===== config.mk =====
export PLATFORM = sky130hd
export DESIGN_NAME = sram_byte_reader
export DESIGN_NICKNAME = d
export VERILOG_FILES = /design/src/rtl/sram_rd_pkg.sv /design/src/rtl/sram_rd_ctrl.sv /design/src/rtl/sram_rd_addr.sv /design/src/rtl/sram_rd_assemble.sv /design/src/rtl/sram_byte_reader.sv
export SDC_FILE = /design/constraint.sdc
export NUM_CORES = 1
export LEC_CHECK = 0
export BUFFER_PORTS_ARGS = -buffer_cell sky130_fd_sc_hd__buf_2
export CAP_MARGIN = 20
export CORE_MARGIN = 4
export CORE_UTILIZATION = 54
export DETAILED_ROUTE_END_ITERATION = 8
export GPL_TIMING_DRIVEN = 0
export HOLD_SLACK_MARGIN = 0.15
export PLACE_DENSITY = 0.92
export SETUP_SLACK_MARGIN = 0.05
export SLEW_MARGIN = 20
export SYNTH_ARGS = -nofsm -noshare
export SYNTH_HDL_FRONTEND = slang
export SYNTH_SLANG_ARGS = --single-unit

===== constraint.sdc =====
create_clock -name clk -period 6.8 [get_ports clk]
set_clock_uncertainty 0.2 [all_clocks]
set_input_delay 0.34 -clock clk [delete_from_list [all_inputs] [get_ports clk]]
set_output_delay 0.34 -clock clk [all_outputs]
set_load 0.005 [all_outputs]

===== src/rtl/sram_rd_pkg.sv =====
package sram_rd_pkg;

  // Result lanes: a word access is the widest and needs four bytes.
  localparam int LANES = 4;

  typedef enum logic [1:0] {
    SZ_BYTE  = 2'd0,
    SZ_HALF  = 2'd1,
    SZ_WORD  = 2'd2,
    SZ_WORD3 = 2'd3
  } rd_size_e;

  typedef enum logic [1:0] {
    ST_IDLE   = 2'd0,
    ST_SETTLE = 2'd1,
    ST_SAMPLE = 2'd2
  } rd_state_e;

  // Number of bytes fetched for a size code.
  function automatic logic [2:0] lane_count(input logic [1:0] sz);
    case (sz)
      SZ_BYTE: lane_count = 3'd1;
      SZ_HALF: lane_count = 3'd2;
      default: lane_count = 3'd4;
    endcase
  endfunction

endpackage


===== src/rtl/sram_rd_ctrl.sv =====
module sram_rd_ctrl
  import sram_rd_pkg::*;
#(
  parameter int SETTLE = 1
) (
  input  logic       clk,
  input  logic       rst_n,
  input  logic       req_valid,
  input  logic [1:0] req_size,
  output logic       req_ready,
  output logic       load,
  output logic       capture,
  output logic       last,
  output logic [1:0] lane_idx,
  output logic       done
);

  localparam int CNT_W = (SETTLE < 1) ? 1 : $clog2(SETTLE + 1);
  localparam logic [CNT_W-1:0] CNT_INIT = CNT_W'(SETTLE);
  localparam rd_state_e AFTER_ADDR = (SETTLE == 0) ? ST_SAMPLE : ST_SETTLE;

  rd_state_e        state_q;
  logic [CNT_W-1:0] cnt_q;
  logic [1:0]       idx_q;
  logic             done_q;

  assign req_ready = (state_q == ST_IDLE);
  assign load      = req_valid && req_ready;
  assign capture   = (state_q == ST_SAMPLE);
  assign last      = capture && (idx_q == 2'd0);
  assign lane_idx  = idx_q;
  assign done      = done_q;

  always_ff @(posedge clk) begin
    if (!rst_n) begin
      state_q <= ST_IDLE;
      cnt_q   <= '0;
      idx_q   <= '0;
      done_q  <= 1'b0;
    end else begin
      done_q <= last;
      case (state_q)
        ST_IDLE: begin
          if (load) begin
            idx_q   <= 2'(lane_count(req_size) - 3'd1);
            cnt_q   <= CNT_INIT;
            state_q <= AFTER_ADDR;
          end
        end
        ST_SETTLE: begin
          if (cnt_q <= CNT_W'(1)) begin
            state_q <= ST_SAMPLE;
          end else begin
            cnt_q <= cnt_q - CNT_W'(1);
          end
        end
        ST_SAMPLE: begin
          if (idx_q == 2'd0) begin
            state_q <= ST_IDLE;
          end else begin
            idx_q   <= idx_q - 2'd1;
            cnt_q   <= CNT_INIT;
            state_q <= AFTER_ADDR;
          end
        end
        default: state_q <= ST_IDLE;
      endcase
    end
  end

endmodule


===== src/rtl/sram_rd_addr.sv =====
module sram_rd_addr
  import sram_rd_pkg::*;
#(
  parameter int ADDR_W = 24,
  parameter int LANE_W = 8
) (
  input  logic                     clk,
  input  logic                     rst_n,
  input  logic                     load,
  input  logic                     capture,
  input  logic                     last,
  input  logic [ADDR_W-1:0]        req_addr,
  input  logic [1:0]               req_size,
  output logic [ADDR_W+LANE_W-1:0] port_out,
  output logic [ADDR_W+LANE_W-1:0] port_dir
);

  localparam int PORT_W = ADDR_W + LANE_W;
  localparam logic [PORT_W-1:0] READ_MASK = {{ADDR_W{1'b1}}, {LANE_W{1'b0}}};

  logic [ADDR_W-1:0] addr_q;
  logic              drive_q;

  // Highest byte first; addresses wrap within ADDR_W bits.
  always_ff @(posedge clk) begin
    if (!rst_n) begin
      addr_q  <= '0;
      drive_q <= 1'b0;
    end else begin
      if (load) begin
        addr_q  <= req_addr + ADDR_W'(lane_count(req_size) - 3'd1);
        drive_q <= 1'b1;
      end else if (capture) begin
        if (last) begin
          drive_q <= 1'b0;
        end else begin
          addr_q <= addr_q - ADDR_W'(1);
        end
      end
    end
  end

  assign port_out = {addr_q, {LANE_W{1'b0}}};
  assign port_dir = drive_q ? READ_MASK : '0;

endmodule


===== src/rtl/sram_rd_assemble.sv =====
module sram_rd_assemble #(
  parameter int LANE_W = 8,
  parameter int LANES  = 4
) (
  input  logic                    clk,
  input  logic                    rst_n,
  input  logic                    load,
  input  logic                    capture,
  input  logic [1:0]              lane_idx,
  input  logic [LANE_W-1:0]       sample,
  output logic [LANES*LANE_W-1:0] data
);

  // Each lane clears on a new request and loads only when its index is sampled.
  for (genvar g = 0; g < LANES; g++) begin : g_lane
    logic [LANE_W-1:0] lane_q;
    always_ff @(posedge clk) begin
      if (!rst_n) begin
        lane_q <= '0;
      end else if (load) begin
        lane_q <= '0;
      end else if (capture && (lane_idx == 2'(g))) begin
        lane_q <= sample;
      end
    end
    assign data[g*LANE_W +: LANE_W] = lane_q;
  end

endmodule


===== src/rtl/sram_byte_reader.sv =====
module sram_byte_reader
  import sram_rd_pkg::*;
#(
  parameter int ADDR_W = 24,
  parameter int LANE_W = 8,
  parameter int SETTLE = 1
) (
  input  logic                     clk,
  input  logic                     rst_n,
  input  logic                     req_valid,
  output logic                     req_ready,
  input  logic [ADDR_W-1:0]        req_addr,
  input  logic [1:0]               req_size,
  output logic                     rsp_done,
  output logic [LANES*LANE_W-1:0]  rsp_data,
  input  logic [ADDR_W+LANE_W-1:0] port_in,
  output logic [ADDR_W+LANE_W-1:0] port_out,
  output logic [ADDR_W+LANE_W-1:0] port_dir
);

  localparam int PORT_W = ADDR_W + LANE_W;

  logic             load;
  logic             capture;
  logic             last;
  logic [1:0]       lane_idx;
  logic [LANE_W-1:0] data_byte;
  logic [PORT_W-LANE_W-1:0] unused_port_hi;

  assign data_byte      = port_in[LANE_W-1:0];
  assign unused_port_hi = port_in[PORT_W-1:LANE_W];

  sram_rd_ctrl #(.SETTLE(SETTLE)) u_ctrl (
    .clk       (clk),
    .rst_n     (rst_n),
    .req_valid (req_valid),
    .req_size  (req_size),
    .req_ready (req_ready),
    .load      (load),
    .capture   (capture),
    .last      (last),
    .lane_idx  (lane_idx),
    .done      (rsp_done)
  );

  sram_rd_addr #(.ADDR_W(ADDR_W), .LANE_W(LANE_W)) u_addr (
    .clk      (clk),
    .rst_n    (rst_n),
    .load     (load),
    .capture  (capture),
    .last     (last),
    .req_addr (req_addr),
    .req_size (req_size),
    .port_out (port_out),
    .port_dir (port_dir)
  );

  sram_rd_assemble #(.LANE_W(LANE_W), .LANES(LANES)) u_asm (
    .clk      (clk),
    .rst_n    (rst_n),
    .load     (load),
    .capture  (capture),
    .lane_idx (lane_idx),
    .sample   (data_byte),
    .data     (rsp_data)
  );

endmodule


==> qor.csv <==
stage,metric,value,unit
route,vias,4776,
run_status,outcome,"finished, final reports clean",
clock_network,cts.sinks,62,
finish,fill_cells,619,
route,via_per_inst,5.72,
critical_path,worstRegToRegCells,7,
sta,finalSetupViolCount,0,
clock_network,clockBufferDepth,2,
floorplanning,die_h,97.3,µm
global_routing,grt_pass1_vias,4465,
synthesis,synth_top_family_by_area,simple AND/OR/NAND/NOR gates,
synthesis,synth-simple-area-share,24.7,%
critical_path,r2r-end,u_addr.addr_q[17],
global_routing,antenna_found_initial,0,
route,routed_wl,12600,µm
power,power_frac_seq,40.0,%
synthesis,yosysWarnings,0,
sta,max_freq,346,MHz
placed_design,dp_hpwl,9560,µm
floorplanning,design.core.area,7730,µm²
floorplanning,die_w,97.3,µm
clock_network,clk_pin_slew,0.08,ns
global_routing,grt_pass1_wl,20600,µm
placed_design,dp_slack,3.60,ns
clock_network,clock_latency,0.35,ns
finish,multiInputGateArea,2780,µm²
synthesis,synth-seq-area-share,28.8,%
clock_network,cts_tree,built,
route,ant_nets,0,
critical_path,critPathKind,in2reg,
power,netSwitchingFraction,34.9,%
floorplanning,start_util,55.7,%
synthesis,synth_xor_area_share,4.48,%
synthesis,synth_fa_ha_area_share,8.89,%
critical_path,critPathLaunch,req_size[1],
clock_network,holdBufCountCts,8,
critical_path,start_kind,input port,
finish,nets,819,
sta,worstMarginPinSlew,0.737,ns
global_routing,overflow,0,
finish,area_delta_synth_final,25.8,%
synthesis,synth.mux.area_fraction,1.19,%
synthesis,synth_area,4310,µm²
critical_path,r2r_setup_slack,4.29,ns
sta,period_minus_slack,2.89,ns
sta,drv_slew,0,
placed_design,port_buffers,117,
finish,final_common_cell,buf_2,
synthesis,syn_avg_cell_area,7.73,µm²
route,drc,0,
critical_path,cp-end-kind,register,
global_routing,grt_usage,25.5,%
synthesis,synth_compound_area_share,22.1,%
finish,utilization,70.1,%
critical_path,required,6.83,ns
sta,rsz0062_at_grt,false,
clock_network,cts-root-buf,clkbuf_8,
power,internal-power,683,µW
power,cellPowerDensity,194,nW/µm²
power,peakVddDrop,0.000101,V
power,switchingPower,366,µW
sta,hold_violations,0,
synthesis,ys.flop_type,dfxtp_1,
hold_path,hp-class,in2reg,
clock_network,cts_setup_buffers,0,
finish,final_cell_mix,"buf_2, nand2_1, a21oi_1, dfxtp_1, buf_4",
power,p_clk_share,29.1,%
finish,drive_above_1_share,26.5,%
synthesis,ys_seq_elements,62,
synthesis,async_reset_ff_share,0,%
floorplanning,rows,32,
finish,ff_latch_area,1240,µm²
clock_network,cts_resized,0,
floorplanning,num_io_pins,159,
critical_path,crit_end,u_addr.addr_q[18],
synthesis,syn-instance-count,557,
floorplanning,dieArea,9470,µm²
sta,fin_tns_setup,0,ns
power,p_leak,0.00245,µW
job,maxCapViolCount,0,
critical_path,cp.arrival,2.92,ns
clock_network,h-tree-depth,3,
critical_path,crit_fanout,5,
route,first_pass_iters,7,
route,wire_per_inst,15.1,µm
route,drt_iter0_drc,402,
clock_network,cts_buffers,9,
finish,n_antenna_cell,0,
power,combPwrFrac,30.9,%
sta,finalCritPeriodShare,42.5,%
critical_path,r2r-start,u_addr.addr_q[3],
global_routing,grt_start_max_net_pins,26,
synthesis,synth_edf_count,0,
sta,setup_ws,3.91,ns
synthesis,synth.distinct_cells,62,
sta,max_slew_margin,50.8,%
placed_design,gp_congestion,0.952,
==> worst min path at each step <==
stage,from,to,slack [ns],depth (start not counted)
final,rst_n,u_addr.addr_q[7],0.23,3
after global routing,rst_n,u_addr.addr_q[7],0.24,3
after CTS,rst_n,u_addr.addr_q[7],0.21,3
after detailed placement,u_asm.g_lane[3].lane_q[2],u_asm.g_lane[3].lane_q[2],0.25,2
after global placement,u_asm.g_lane[1].lane_q[1],u_asm.g_lane[1].lane_q[1],0.24,2
after floorplan,u_ctrl.state_q[1],u_ctrl.state_q[1],0.25,1
==> synthesized netlist by cell type, drive strengths merged, types with 6 or more instances <==
| master | instances | share of area [%] |
|---|---|---|
| nand3 | 41 | 4.8 |
| a21oi | 76 | 9.0 |
| o21ai | 23 | 2.7 |
| nor4 | 9 | 1.9 |
| nor2 | 32 | 2.8 |
| nor3 | 14 | 2.2 |
| xnor2 | 11 | 2.2 |
| o211ai | 6 | 1.0 |
| xor2 | 11 | 2.2 |
| a211oi | 6 | 1.0 |
| buf | 45 | 7.6 |
| inv | 7 | 0.61 |
| a31oi | 9 | 1.3 |
| dfxtp | 62 | 29 |
| nand2b | 7 | 1.0 |
| ha | 29 | 8.4 |
| clkbuf | 17 | 1.5 |
| nand2 | 82 | 7.3 |
==> stage by stage <==
step / hold WS [ns] / total power (µW) / area, µm² / cells
floorplan: 0.250 / 635 / 4440 / 592
finish: 0.235 / 1050 / 5420 / 835
detailed placement: 0.246 / 734 / 5150 / 811
CTS: 0.210 / 1040 / 5420 / 835
global placement: 0.240 / 723 / 5150 / 811
global route: 0.237 / 1100 / 5420 / 835
==> cell type report <==
| class | count | share of cell area, % |
|---|---|---|
| Clock buffer | 12 | 2.86 |
| Buffer | 62 | 7.23 |
| Sequential cell | 62 | 22.9 |
| Clock inverter | 4 | 0.578 |
| Tap cell | 102 | 2.36 |
| Multi-Input combinational cell | 461 | 51.3 |
| Timing Repair Buffer | 125 | 12.3 |
| Inverter | 7 | 0.485 |
==> power groups by stage <==
stage	Clock [µW]	Combinational (µW)	Sequential [µW]
after global routing	322	356	423
after global placement	0	299	424
after CTS	305	315	418
final	305	324	420
after floorplan	0	215	420
after detailed placement	0	308	426
==> worst max-delay path: stages <==
cell	delay (ns)
buf_2	0.14
nor2_1	0.14
inv_1	0.10
ha_1	0.22
xor2_1	0.16
ha_1	0.24
a21oi_1	0.14
nand2_1	0.11
a31oi_1	0.38
o41ai_2	0.17
a21bo_2	0.29
o41a_1	0.32
and3_1	0.18
==> kinds of logic (layout without fill, tap and decap cells) <==
kind of cell,after synthesis,count (layout)
simple gates,213,213
compound gates,155,155
buf+inv,69,210
flops,62,62
fa+ha+maj,30,30
xor+xnor,22,22
mux,5,5
other cells,1,36
==> flip-flops by register name, summed over array words and instances (netlist names) <==
signal / count
u_ctrl.done: 1
u_ctrl.lane_idx: 2
u_asm.g_lane.lane_q: 32
u_addr.addr_q: 24
u_ctrl.state_q: 2
u_addr.drive_q: 1
==> routing by layer <==
layer  share of wire, %  up-vias  track usage, %
li1                   -     2280               -
met1                 40     2190            32.2
met2                 48      261            43.8
met4                2.2        0            7.56
met3                9.6       45            5.10
met5                  0        -               0
Power figures use the tool's default switching activity.
